## config.mk

```make
export PLATFORM = sky130hd
export DESIGN_NAME = bit_serial_cmp
export DESIGN_NICKNAME = d
export VERILOG_FILES = /design/src/rtl/bsc_pkg.sv /design/src/rtl/bsc_eq_track.sv /design/src/rtl/bsc_ult_track.sv /design/src/rtl/bsc_sign_fix.sv /design/src/rtl/bit_serial_cmp.sv
export SDC_FILE = /design/constraint.sdc
export NUM_CORES = 1
export LEC_CHECK = 0
export BUFFER_PORTS_ARGS = -buffer_cell sky130_fd_sc_hd__buf_4
export CORE_AREA = 5 5 42 44
export DETAILED_ROUTE_END_ITERATION = 8
export DIE_AREA = 0 0 47 49
export PLACE_DENSITY_LB_ADDON = 0.12
export REMOVE_ABC_BUFFERS = 1
export SETUP_SLACK_MARGIN = 0.02
export SYNTH_ARGS = -nofsm -noshare
export SYNTH_HDL_FRONTEND = slang
export SYNTH_SLANG_ARGS = --single-unit
```

## constraint.sdc

```tcl
create_clock -name clk -period 0.8 [get_ports clk]
set_input_delay 0.08 -clock clk [delete_from_list [all_inputs] [get_ports clk]]
set_output_delay 0.08 -clock clk [all_outputs]
set_load 0.01 [all_outputs]
```

## src/rtl/bsc_pkg.sv

```systemverilog
package bsc_pkg;

    // Two-state recurrence for the unsigned order of the low bits.
    typedef enum logic {
        ORD_NOT_BELOW = 1'b0,
        ORD_BELOW     = 1'b1
    } ord_e;

    typedef struct packed {
        logic eq;
        ord_e ult;
        logic slt;
    } cmp_state_t;

    localparam cmp_state_t CMP_CLEARED = '{eq: 1'b1, ult: ORD_NOT_BELOW, slt: 1'b0};

endpackage

```

## src/rtl/bsc_eq_track.sv

```systemverilog
module bsc_eq_track (
    input  logic clk,
    input  logic rst_n,
    input  logic clr,
    input  logic step,
    input  logic bit_a,
    input  logic bit_b,
    output logic eq_q
);

    logic eq_d;
    logic base;

    always_comb begin
        base = clr ? 1'b1 : eq_q;
        eq_d = base;
        if (step) begin
            eq_d = base & ~(bit_a ^ bit_b);
        end
    end

    always_ff @(posedge clk or negedge rst_n) begin
        if (!rst_n) begin
            eq_q <= 1'b1;
        end else begin
            eq_q <= eq_d;
        end
    end

    AST_EQ_STICKY: assert property (@(posedge clk) disable iff (!rst_n)
        (!clr && !eq_q) |=> !eq_q);

    AST_EQ_MISMATCH: assert property (@(posedge clk) disable iff (!rst_n)
        (step && (bit_a != bit_b)) |=> !eq_q);

endmodule

```

## src/rtl/bsc_ult_track.sv

```systemverilog
module bsc_ult_track
    import bsc_pkg::*;
(
    input  logic clk,
    input  logic rst_n,
    input  logic clr,
    input  logic step,
    input  logic bit_a,
    input  logic bit_b,
    output ord_e ult_prior,
    output ord_e ult_next,
    output ord_e ult_q
);

    ord_e ult_d;

    always_comb begin
        ult_prior = clr ? ORD_NOT_BELOW : ult_q;
        // Current pair decides unless equal; then the prior order stands.
        ult_next  = ord_e'((~bit_a & bit_b) | (~(bit_a & ~bit_b) & ult_prior));
        ult_d     = step ? ult_next : ult_prior;
    end

    always_ff @(posedge clk or negedge rst_n) begin
        if (!rst_n) begin
            ult_q <= ORD_NOT_BELOW;
        end else begin
            ult_q <= ult_d;
        end
    end

    AST_ULT_DECIDE: assert property (@(posedge clk) disable iff (!rst_n)
        (step && (bit_a != bit_b)) |=> (ult_q == ord_e'($past(bit_b))));

    AST_ULT_KEEP: assert property (@(posedge clk) disable iff (!rst_n)
        (step && !clr && (bit_a == bit_b)) |=> $stable(ult_q));

endmodule

```

## src/rtl/bsc_sign_fix.sv

```systemverilog
module bsc_sign_fix
    import bsc_pkg::*;
(
    input  ord_e ult_prior,
    input  ord_e ult_next,
    input  logic bit_a,
    input  logic bit_b,
    input  logic last,
    output logic slt_next
);

    logic sign_below;

    always_comb begin
        // Sign pair: prior order selects the OR or AND form.
        sign_below = (ult_prior == ORD_BELOW) ? (bit_a | ~bit_b) : (bit_a & ~bit_b);
        slt_next   = last ? sign_below : logic'(ult_next);
    end

    always_comb begin
        if (last && (bit_a != bit_b)) begin
            AST_SIGN_DIFF: assert (slt_next == bit_a);
        end
    end

endmodule

```

## src/rtl/bit_serial_cmp.sv

```systemverilog
module bit_serial_cmp
    import bsc_pkg::*;
(
    input  logic clk,
    input  logic rst_n,
    input  logic start,
    input  logic valid,
    input  logic bit_a,
    input  logic bit_b,
    input  logic last,
    output logic eq,
    output logic ult,
    output logic slt
);

    ord_e ult_prior;
    ord_e ult_next;
    ord_e ult_q;
    logic eq_q;
    logic slt_next;

    typedef struct packed {
        logic slt;
    } top_reg_t;

    top_reg_t r_d;
    top_reg_t r_q;

    bsc_eq_track u_eq (
        .clk   (clk),
        .rst_n (rst_n),
        .clr   (start),
        .step  (valid),
        .bit_a (bit_a),
        .bit_b (bit_b),
        .eq_q  (eq_q)
    );

    bsc_ult_track u_ult (
        .clk       (clk),
        .rst_n     (rst_n),
        .clr       (start),
        .step      (valid),
        .bit_a     (bit_a),
        .bit_b     (bit_b),
        .ult_prior (ult_prior),
        .ult_next  (ult_next),
        .ult_q     (ult_q)
    );

    bsc_sign_fix u_sign (
        .ult_prior (ult_prior),
        .ult_next  (ult_next),
        .bit_a     (bit_a),
        .bit_b     (bit_b),
        .last      (last),
        .slt_next  (slt_next)
    );

    always_comb begin
        r_d = r_q;
        if (start) begin
            r_d.slt = CMP_CLEARED.slt;
        end
        if (valid) begin
            r_d.slt = slt_next;
        end
    end

    always_ff @(posedge clk or negedge rst_n) begin
        if (!rst_n) begin
            r_q.slt <= CMP_CLEARED.slt;
        end else begin
            r_q <= r_d;
        end
    end

    assign eq  = eq_q;
    assign ult = logic'(ult_q);
    assign slt = r_q.slt;

    AST_CLEAR_STATE: assert property (@(posedge clk) disable iff (!rst_n)
        (start && !valid) |=> (eq && !ult && !slt));

    AST_IDLE_HOLD: assert property (@(posedge clk) disable iff (!rst_n)
        (!start && !valid) |=> ($stable(eq) && $stable(ult) && $stable(slt)));

    AST_EQ_NOT_BELOW: assert property (@(posedge clk) disable iff (!rst_n)
        eq |-> (!ult && !slt));

    AST_BODY_MIRROR: assert property (@(posedge clk) disable iff (!rst_n)
        (valid && !last) |=> (slt == ult));

    AST_SIGN_DECIDE: assert property (@(posedge clk) disable iff (!rst_n)
        (valid && last && (bit_a != bit_b)) |=> (slt == $past(bit_a)));

endmodule

```

# After elaboration in Yosys (flattened, before gate mapping)
# Cells that the tools add are included.
dict set report classes {
  muxes 8
  n_bitwise 11
  n_reduce_logical 1
}
# cell n
set ops {}
lappend ops {{2-to-1 mux 1 bit} 8}
lappend ops {{AND 1 bit} 4}
lappend ops {{NOT 1 bit} 4}
lappend ops {{bitwise OR 1 bit} 2}
lappend ops {{nonzero test 2 bit} 1}
lappend ops {{bitwise XOR 1 bit} 1}
dict set report word_totals {
  regBits 3
  inputBits 7
  wordCells 23
}

# Longest topological paths before layout
# Gate-level depths: netlist (run 1).
dict set report logic_depth {
  depth_word 7
  ltp_mapped 4
  mapped_depth_nobuf 4
}

# Cells and area by module
# A second synthesis (run 1) with hierarchy kept.
dict set report unflattened {
  cells_unflattened 21
  hier_area_um2 175.2
}
# module instances cells_per_inst area_each_um2 seq_area_each_um2
set modules_own_cells {}
lappend modules_own_cells {bsc_ult_track 1 9 70.1 25.0}
lappend modules_own_cells {bsc_eq_track 1 4 43.8 26.3}
lappend modules_own_cells {bit_serial_cmp 1 3 37.5 25.0}
lappend modules_own_cells {bsc_sign_fix 1 5 23.8 0.0}

# Least setup slack after synthesis (run 1)
# No wires, ideal clock.
dict set report synth_path {
  path_kind {reg2reg}
  start {reg u_ult.ult_q}
  end {reg slt (netlist name)}
  arrival_time_ns 0.837
  setup_slack_ns -0.119
  path_stages_with_launch 4
  n_path_buf 0
  period_less_slack_ns 0.919
  path_cell_list {dfrtp_1 > nand2b_4 > a211o_1 > a31oi_1}
}
dict set report synth_via {
  elab_chain_cells 5
}
# element line_no
set synth_rtl {}
lappend synth_rtl {{from (decl)} bsc_ult_track.sv:12} ;# output ord_e ult_q
lappend synth_rtl {{from (signal assigned)} bsc_ult_track.sv:28} ;# ult_q <= ult_d;
lappend synth_rtl {{2-to-1 mux 1 bit (*)} bsc_ult_track.sv:18} ;# ult_prior = clr ? ORD_NOT_BELOW : ult_q;
lappend synth_rtl {{AND 1 bit} bsc_ult_track.sv:20} ;# ult_next = ord_e'((~bit_a & bit_b) | (~(bit_a & ~bit_b) & ult_prior));
lappend synth_rtl {{bitwise OR 1 bit} bsc_ult_track.sv:20}
lappend synth_rtl {{2-to-1 mux 1 bit (*)} bsc_sign_fix.sv:17} ;# slt_next = last ? sign_below : logic'(ult_next);
lappend synth_rtl {{2-to-1 mux 1 bit (*)} bit_serial_cmp.sv:65} ;# if (valid) begin
# Mark *: on every way between the ends. The rest lies on a longest branch, timed or not.
# A chain may end at the register's enable or synchronous reset.

# Worst setup path in the final report (run 1)
dict set report layout_path {
  start {reg u_eq.eq_q}
  end {out eq}
}
# element line_no
set layout_lines {}
lappend layout_lines {{from (decl)} bsc_eq_track.sv:8} ;# output logic eq_q
lappend layout_lines {{from (signal assigned)} bsc_eq_track.sv:26} ;# eq_q <= eq_d;
lappend layout_lines {{to (decl)} bit_serial_cmp.sv:11} ;# output logic eq,
# No word-level cell between the ends.

==> metrics, run 1 <==
die area=0.00230 sq mm; Netlist Area Pre-Place=188 sq um; Hold Slack=0.0269 ns; Max-cap violations=0; Post-route DRC=0; antenna violations before repair=0; Area Overhead vs Synth=98.7%; Cell Pwr Density=1590 mW/mm^2; first-pass GRT wire length=890 um; Synth Register Bits=3; Synth Warn #=0; DR vias=206; H-tree levels=1; RSZ-0062 raised after global routing=yes; Initial Utilization=13.4%; row count=14; sequential area share after synthesis=40.7%; crit start category=flip-flop; Fin. Hold Viols=0; Leak=0.202 nW; clock edge transition at the registers on the reported setup and hold paths=0.04 ns; max-slew violation count=0; Hold Path Class=input port to flip-flop; Initial DRC Count=0; slowest cell on the critical path=dfstp_2; final design utilization=26.6%; worst slack, placed=-0.125 ns; CTS Buffer Depth=2; io pins=10; CP max stage delay=0.53 ns; Cell variety after synth=12; Placer Congestion=0.638; proportion of layout cells with a drive suffix above 1=53.8%; Core Area=0.00140 sq mm; outcome=complete, but fails checks; GR Overflow Total=0; CP Cell Sequence=buf_6; failing checks=negative setup slack; setup ws final=-0.137 ns; final WL=528 um; Root Buffer=clkbuf_4; Port Buffers=9; CP endpoint kind=primary output; Fin Setup TNS=-0.390 ns; clock latency on the worst-skew pair=0.23 ns; CTS tree=done; Worst Tran Pin Value=0.159 ns; clock skew=0.00152 ns; Vias/cell=3.75; Mapped Cells=20; Ant. Diodes=0; worst endpoint data arrival time=0.86 ns; vias in the first global route=263; critical path fanouts, max=2; total CTS buffers=3; Routed wire per std cell=9.60 um; Clock Sinks=3; Area after DPL=298 sq um; Slew headroom=89.3%; Pre-Repair DR Iteration Count=1; Routed Antenna Nets=0; Buf/Inv on CP=1; syn_area_per_cell=9.38 sq um; Tcrit/Tclk final=117%; overall die width=47 um; crit path time final=0.937 ns; critical path data required time=0.72 ns; crit path kind=flip-flop to primary output; Die Ht=49 um; Total Nets Final=49; largest net degree at the start of global routing=6; Final setup viols=5; total track usage=5.72%; DP Wirelength=405 um; Fmax=1070 MHz; delay-heaviest family, CP=flip-flops; Max VDD drop=392 uV; fin area=373 sq um
## registers in the layout (all words and copies together) (netlist names)
signal	count
slt	1
u_eq.eq_q	1
u_ult.ult_q	1
## placed cells by master (no fill, tap or decap)
| master | count |
|---|---|
| clkbuf_1 | 1 |
| a21boi_0 | 1 |
| a21oi_1 | 2 |
| inv_1 | 5 |
| buf_6 | 4 |
| clkbuf_4 | 3 |
| nand3_2 | 1 |
| nand2b_4 | 1 |
| nor2_1 | 1 |
| buf_4 | 10 |
| a31oi_1 | 1 |
| a211o_1 | 1 |
| dfrtp_1 | 2 |
| ha_1 | 2 |
| dfstp_2 | 1 |
| dlygate4sd3_1 | 1 |
| a21oi_2 | 1 |
| a21o_1 | 1 |
## report_power, final
| group | internal, W | switching, W |
|---|---|---|
| clock network | 0.000187 | 0.0000763 |
| logic | 0.0000907 | 0.0000543 |
| registers | 0.000172 | 0.0000121 |
| total | 0.000450 | 0.000143 |
## cells in the mapped netlist
cell type / instances / area, sq um
dfstp_2: 1 / 26.3
a21oi_1: 3 / 15.0
a211o_1: 1 / 8.76
a21boi_0: 1 / 7.51
nand2b_4: 1 / 13.8
ha_1: 2 / 25.0
a21o_1: 1 / 7.51
nand3_1: 1 / 5.00
inv_1: 5 / 18.8
a31oi_1: 1 / 6.26
dfrtp_1: 2 / 50.1
nor2_1: 1 / 3.75
## what timing repair did
| action | CTS | global route |
|---|---|---|
| resized for setup | 5 | 1 |
| endpoints found under the setup margin | 5 | 5 |
| setup buffers | 2 | 0 |
| hold buffers | 1 | 0 |
| endpoints found under the hold margin | 3 | 0 |
| pin swaps | 2 | 1 |
## stage by stage
step	instances	power, W
2_1_floorplan	20	0.000227
3_3_place_gp	48	0.000300
3_5_place_dp	48	0.000301
4_1_cts	55	0.000610
5_1_grt	55	0.000632
6_report	55	0.000592
## worst paths after layout
| check | slack [ns] | to | cells past startpoint | start |
|---|---|---|---|---|
| min in group asynchronous | 0.17 | u_ult.ult_q | 2 | rst_n |
| hold reg to reg | 0.50 | u_eq.eq_q | 2 | u_eq.eq_q |
| setup / recovery | -0.14 | eq | 1 | u_eq.eq_q |
| hold / removal | 0.03 | u_eq.eq_q | 2 | valid |
| max in group asynchronous | 0.44 | u_eq.eq_q | 2 | rst_n |
| setup reg to reg | -0.11 | slt | 3 | u_ult.ult_q |
## final cells by class
class,count,area (sq um)
fill,160,1030
timing repair buffer,15,130
multi-input combinational,12,101
sequential,3,76.3
clock buffer,4,26.3
tap,16,20.0
inverter,5,18.8
## cell families after synthesis
family                   share of synthesized area [%]
AO/OA/AOI/OAI                                     24.0
buffers and inverters                             10.0
AND/OR/NAND/NOR                                   12.0
flip-flops                                        40.7
adder cells (fa/ha/maj)                           13.3
## routing by layer
layer,GRT usage [%],vias to the layer above,part of all wire (%)
met4,8.76,0,0
met2,8.14,8,49
li1,-,104,-
met3,0.369,0,8.7
met1,5.53,94,42
met5,0,-,0
Note: power is estimated with default switching activity, not from simulation.
==> inputs of run 2 (changes only) <==
--- a/config.mk
+++ b/config.mk
@@ -5,6 +5,7 @@
 export SDC_FILE = /design/constraint.sdc
 export NUM_CORES = 1
 export LEC_CHECK = 0
+export ABC_AREA = 1
 export BUFFER_PORTS_ARGS = -buffer_cell sky130_fd_sc_hd__buf_4
 export CORE_AREA = 5 5 42 44
 export DETAILED_ROUTE_END_ITERATION = 8
==> run 2 against run 1 <==
  * The run still ends with negative setup slack left
  * Critical path depth grew 1
  * Non-clock buffer count shrank 2
  * Area after synthesis grew 3.3%
  * Worst hold slack gained 0.037 ns
  * Flip-flop and latch count is the same
  * Clock-buffer cell count is the same
  * Clock power is essentially flat
  * Power shrank 0.54%
  * Sequential power is essentially flat
  * Clock skew shrank 0.0013 ns
  * Register-to-register slack is essentially flat
  * Synthesized cell count grew 20%
==> metrics, run 2 <==
Core Area=0.00140 sq mm (unchanged); Final setup viols=5 (unchanged); Worst Tran Pin Value=0.166 ns (was 0.159 ns); worst hold path cell count=2 (unchanged); vias in the first global route=227 (was 263); Hold Path Class=input port to flip-flop (unchanged); Max VDD drop=526 uV (was 392 uV); largest area contributor in the netlist=dfrtp_1 (unchanged); crit start category=flip-flop (unchanged); clock latency on the worst-skew pair=0.23 ns (about the same); Initial DRC Count=3 (was 0); fin area=363 sq um (was 373 sq um); Hold Startpoint=valid (unchanged); routed wl met3=31 um (was 46 um); Routed Antenna Nets=0 (unchanged); CP max stage delay=0.39 ns (was 0.53 ns); outcome=complete, but fails checks (unchanged); top cells by count, synth=inv_1 (5), nand2_1 (3) (was inv_1 (5), a21oi_1 (3), dfrtp_1 (2), ha_1 (2)); Placed Cells=51 (was 48); critical path depth in cells=2 (was 1); H-tree levels=1 (unchanged); Clock Sinks=3 (unchanged); failing checks=negative setup slack (unchanged); most common cell after layout, fill and taps aside=buf_4 (unchanged); antenna violations before repair=0 (unchanged); Initial Utilization=13.8% (was 13.4%); metal2 WL=263 um (was 259 um); overall die width=47 um (unchanged); CP endpoint kind=primary output (unchanged); total track usage=4.94% (was 5.72%); RSZ-0062 raised after global routing=yes (unchanged); Finished Layout Cells=57 (was 55); setup ws final=-0.141 ns (was -0.137 ns); Leak=0.193 nW (was 0.202 nW); worst slack, placed=-0.0533 ns (was -0.125 ns); Cell variety after synth=13 (was 12); count leader, synth=inv_1 (unchanged); CTS tree=done (unchanged); most area-consuming cells after synthesis=dfrtp_1 (26%), dfstp_2 (14%), ha_1 (13%) (was dfrtp_1 (27%), dfstp_2 (14%), ha_1 (13%)); Routed wire per std cell=8.33 um (was 9.60 um); hold endpoint=u_ult.ult_q (was u_eq.eq_q); io pins=10 (unchanged); Int Power=0.000446 W (was 0.000450 W); Port Buffers=9 (unchanged); sequential share of power=31.1% (about the same); Max Used Layer=met3 (unchanged); Largest regs=slt x1, u_eq.eq_q x1, u_ult.ult_q x1 (unchanged); critical path data required time=0.72 ns (about the same); r2r endpoint=u_ult.ult_q (was slt); crit path time final=0.941 ns (was 0.937 ns); top-area cell type share of the netlist area=25.8% (was 26.7%); DP Wirelength=395 um (was 405 um); clock edge transition at the registers on the reported setup and hold paths=0.04 ns (about the same); asr flop ratio synth=100% (unchanged); top_reg_cell synth=dfrtp_1 (unchanged); Clk pwr share=44.2% (was 44.4%); proportion of layout cells with a drive suffix above 1=51.2% (was 53.8%); slowest cell on the critical path=dfrtp_1 (was dfstp_2); Mapped Cells=24 (was 20); Area after DPL=297 sq um (was 298 sq um); crit path kind=flip-flop to primary output (unchanged); most frequent cells in the layout=buf_4 (8), inv_1 (5), buf_6 (4) (was buf_4 (10), inv_1 (5), buf_6 (4)); Netlist Area Pre-Place=194 sq um (was 188 sq um); total CTS buffers=3 (unchanged); final design utilization=25.9% (was 26.6%); Area Overhead vs Synth=87.1% (was 98.7%); row count=14 (unchanged); Hold Slack=0.0637 ns (was 0.0269 ns); first-pass GRT wire length=779 um (was 890 um); Buf/Inv on CP=2 (was 1); EDFF count, synth=0 (unchanged); Comb power frac=24.7% (was 24.5%); Die Ht=49 um (unchanged); Fmax=1060 MHz (was 1070 MHz); final WL=475 um (was 528 um); Max-cap violations=0 (unchanged); largest net degree at the start of global routing=5 (was 6); Synth Register Bits=3 (unchanged); Cell Pwr Density=1620 mW/mm^2 (was 1590 mW/mm^2); syn_area_per_cell=8.08 sq um (was 9.38 sq um); Tcrit/Tclk final=118% (was 117%); die area=0.00230 sq mm (unchanged); Fin. Hold Viols=0 (unchanged); Reg-to-Reg Start=u_ult.ult_q (unchanged); max-slew violation count=0 (unchanged); delay-heaviest family, CP=flip-flops (unchanged); clock skew=0.000217 ns (was 0.00152 ns); Vias/cell=3.51 (was 3.75); Placer Congestion=0.684 (was 0.638); Sw Pwr=0.000143 W (about the same); CP Cell Sequence=buf_4 -> buf_6 (was buf_6); sw frac=24.4% (was 24.1%); DRT met1 WL=181 um (was 222 um); Pre-Repair DR Iteration Count=4 (was 1); Synth Warn #=0 (unchanged); Reg2Reg Setup Slack=-0.12 ns (was -0.11 ns); Ant. Diodes=0 (unchanged); CTS Buffer Depth=2 (unchanged); Root Buffer=clkbuf_4 (unchanged); critical path fanouts, max=2 (unchanged); worst endpoint data arrival time=0.86 ns (about the same); worst r2r path cells=5 (was 3); DR vias=200 (was 206); Total Nets Final=51 (was 49); GR Overflow Total=0 (unchanged); Post-route DRC=0 (unchanged); Slew headroom=89.0% (was 89.3%); sequential area share after synthesis=39.4% (was 40.7%)
[run 2: layout make-up]
cell class	count	area [sq um]
Tap cell	16	20.0
Sequential cell	3	76.3
Clock buffer	4	26.3
Timing Repair Buffer	13	115
Fill cell	171	1040
Inverter	6	22.5
Multi-Input combinational cell	15	103
[run 2: how the worst max path moves through the flow]
| stage | start | end | slack [ns] |
|---|---|---|---|
| 2_1_floorplan | u_ult.ult_q | u_ult.ult_q | -0.02 |
| 3_3_place_gp | u_ult.ult_q | u_ult.ult_q | -0.05 |
| 3_5_place_dp | u_ult.ult_q | u_ult.ult_q | -0.05 |
| 4_1_cts | u_eq.eq_q | eq | -0.15 |
| 5_1_grt | u_ult.ult_q | u_ult.ult_q | -0.19 |
| 6_report | u_ult.ult_q | ult | -0.14 |
[run 2: cell families (layout without fill, tap and decap cells)]
| kind of cell | Yosys count | count (layout) | share of synthesized area (%) |
|---|---|---|---|
| AO/OA/AOI/OAI | 6 | 6 | 20.0 |
| adder cells (fa/ha/maj) | 2 | 2 | 12.9 |
| buffers and inverters | 6 | 23 | 11.6 |
| flip-flops | 3 | 3 | 39.4 |
| AND/OR/NAND/NOR | 7 | 7 | 16.1 |
[run 2: power by group through the flow]
stage                     sequential (W)  clock (W)  combinational (W)
after detailed placement        0.000184          0           0.000121
after global routing            0.000184   0.000283           0.000162
final                           0.000183   0.000261           0.000145
after CTS                       0.000182   0.000279           0.000142
after floorplan                 0.000191          0          0.0000421
after global placement          0.000184          0           0.000121
[run 2: stage by stage]
step / total power [W] / setup TNS [ns]
5_1_grt: 0.000629 / -0.671
2_1_floorplan: 0.000233 / -0.0239
4_1_cts: 0.000604 / -0.540
6_report: 0.000589 / -0.478
3_3_place_gp: 0.000305 / -0.0992
3_5_place_dp: 0.000305 / -0.0961
[run 2: routing by layer]
layer | track usage (%) | vias to the layer above
met1 | 5.09 | 87
met3 | 1.11 | 0
met2 | 7.24 | 4
li1 | - | 109
met4 | 5.53 | 0
met5 | 0 | -
[run 2: timing repair]
action / 4_1_cts / 5_1_grt
endpoints found under the hold margin: 3 / 0
resized for setup: 3 / 3
pin swaps: 0 / 2
buffers inserted: 1 / 0
hold buffers: 1 / 0
endpoints found under the setup margin: 5 / 5
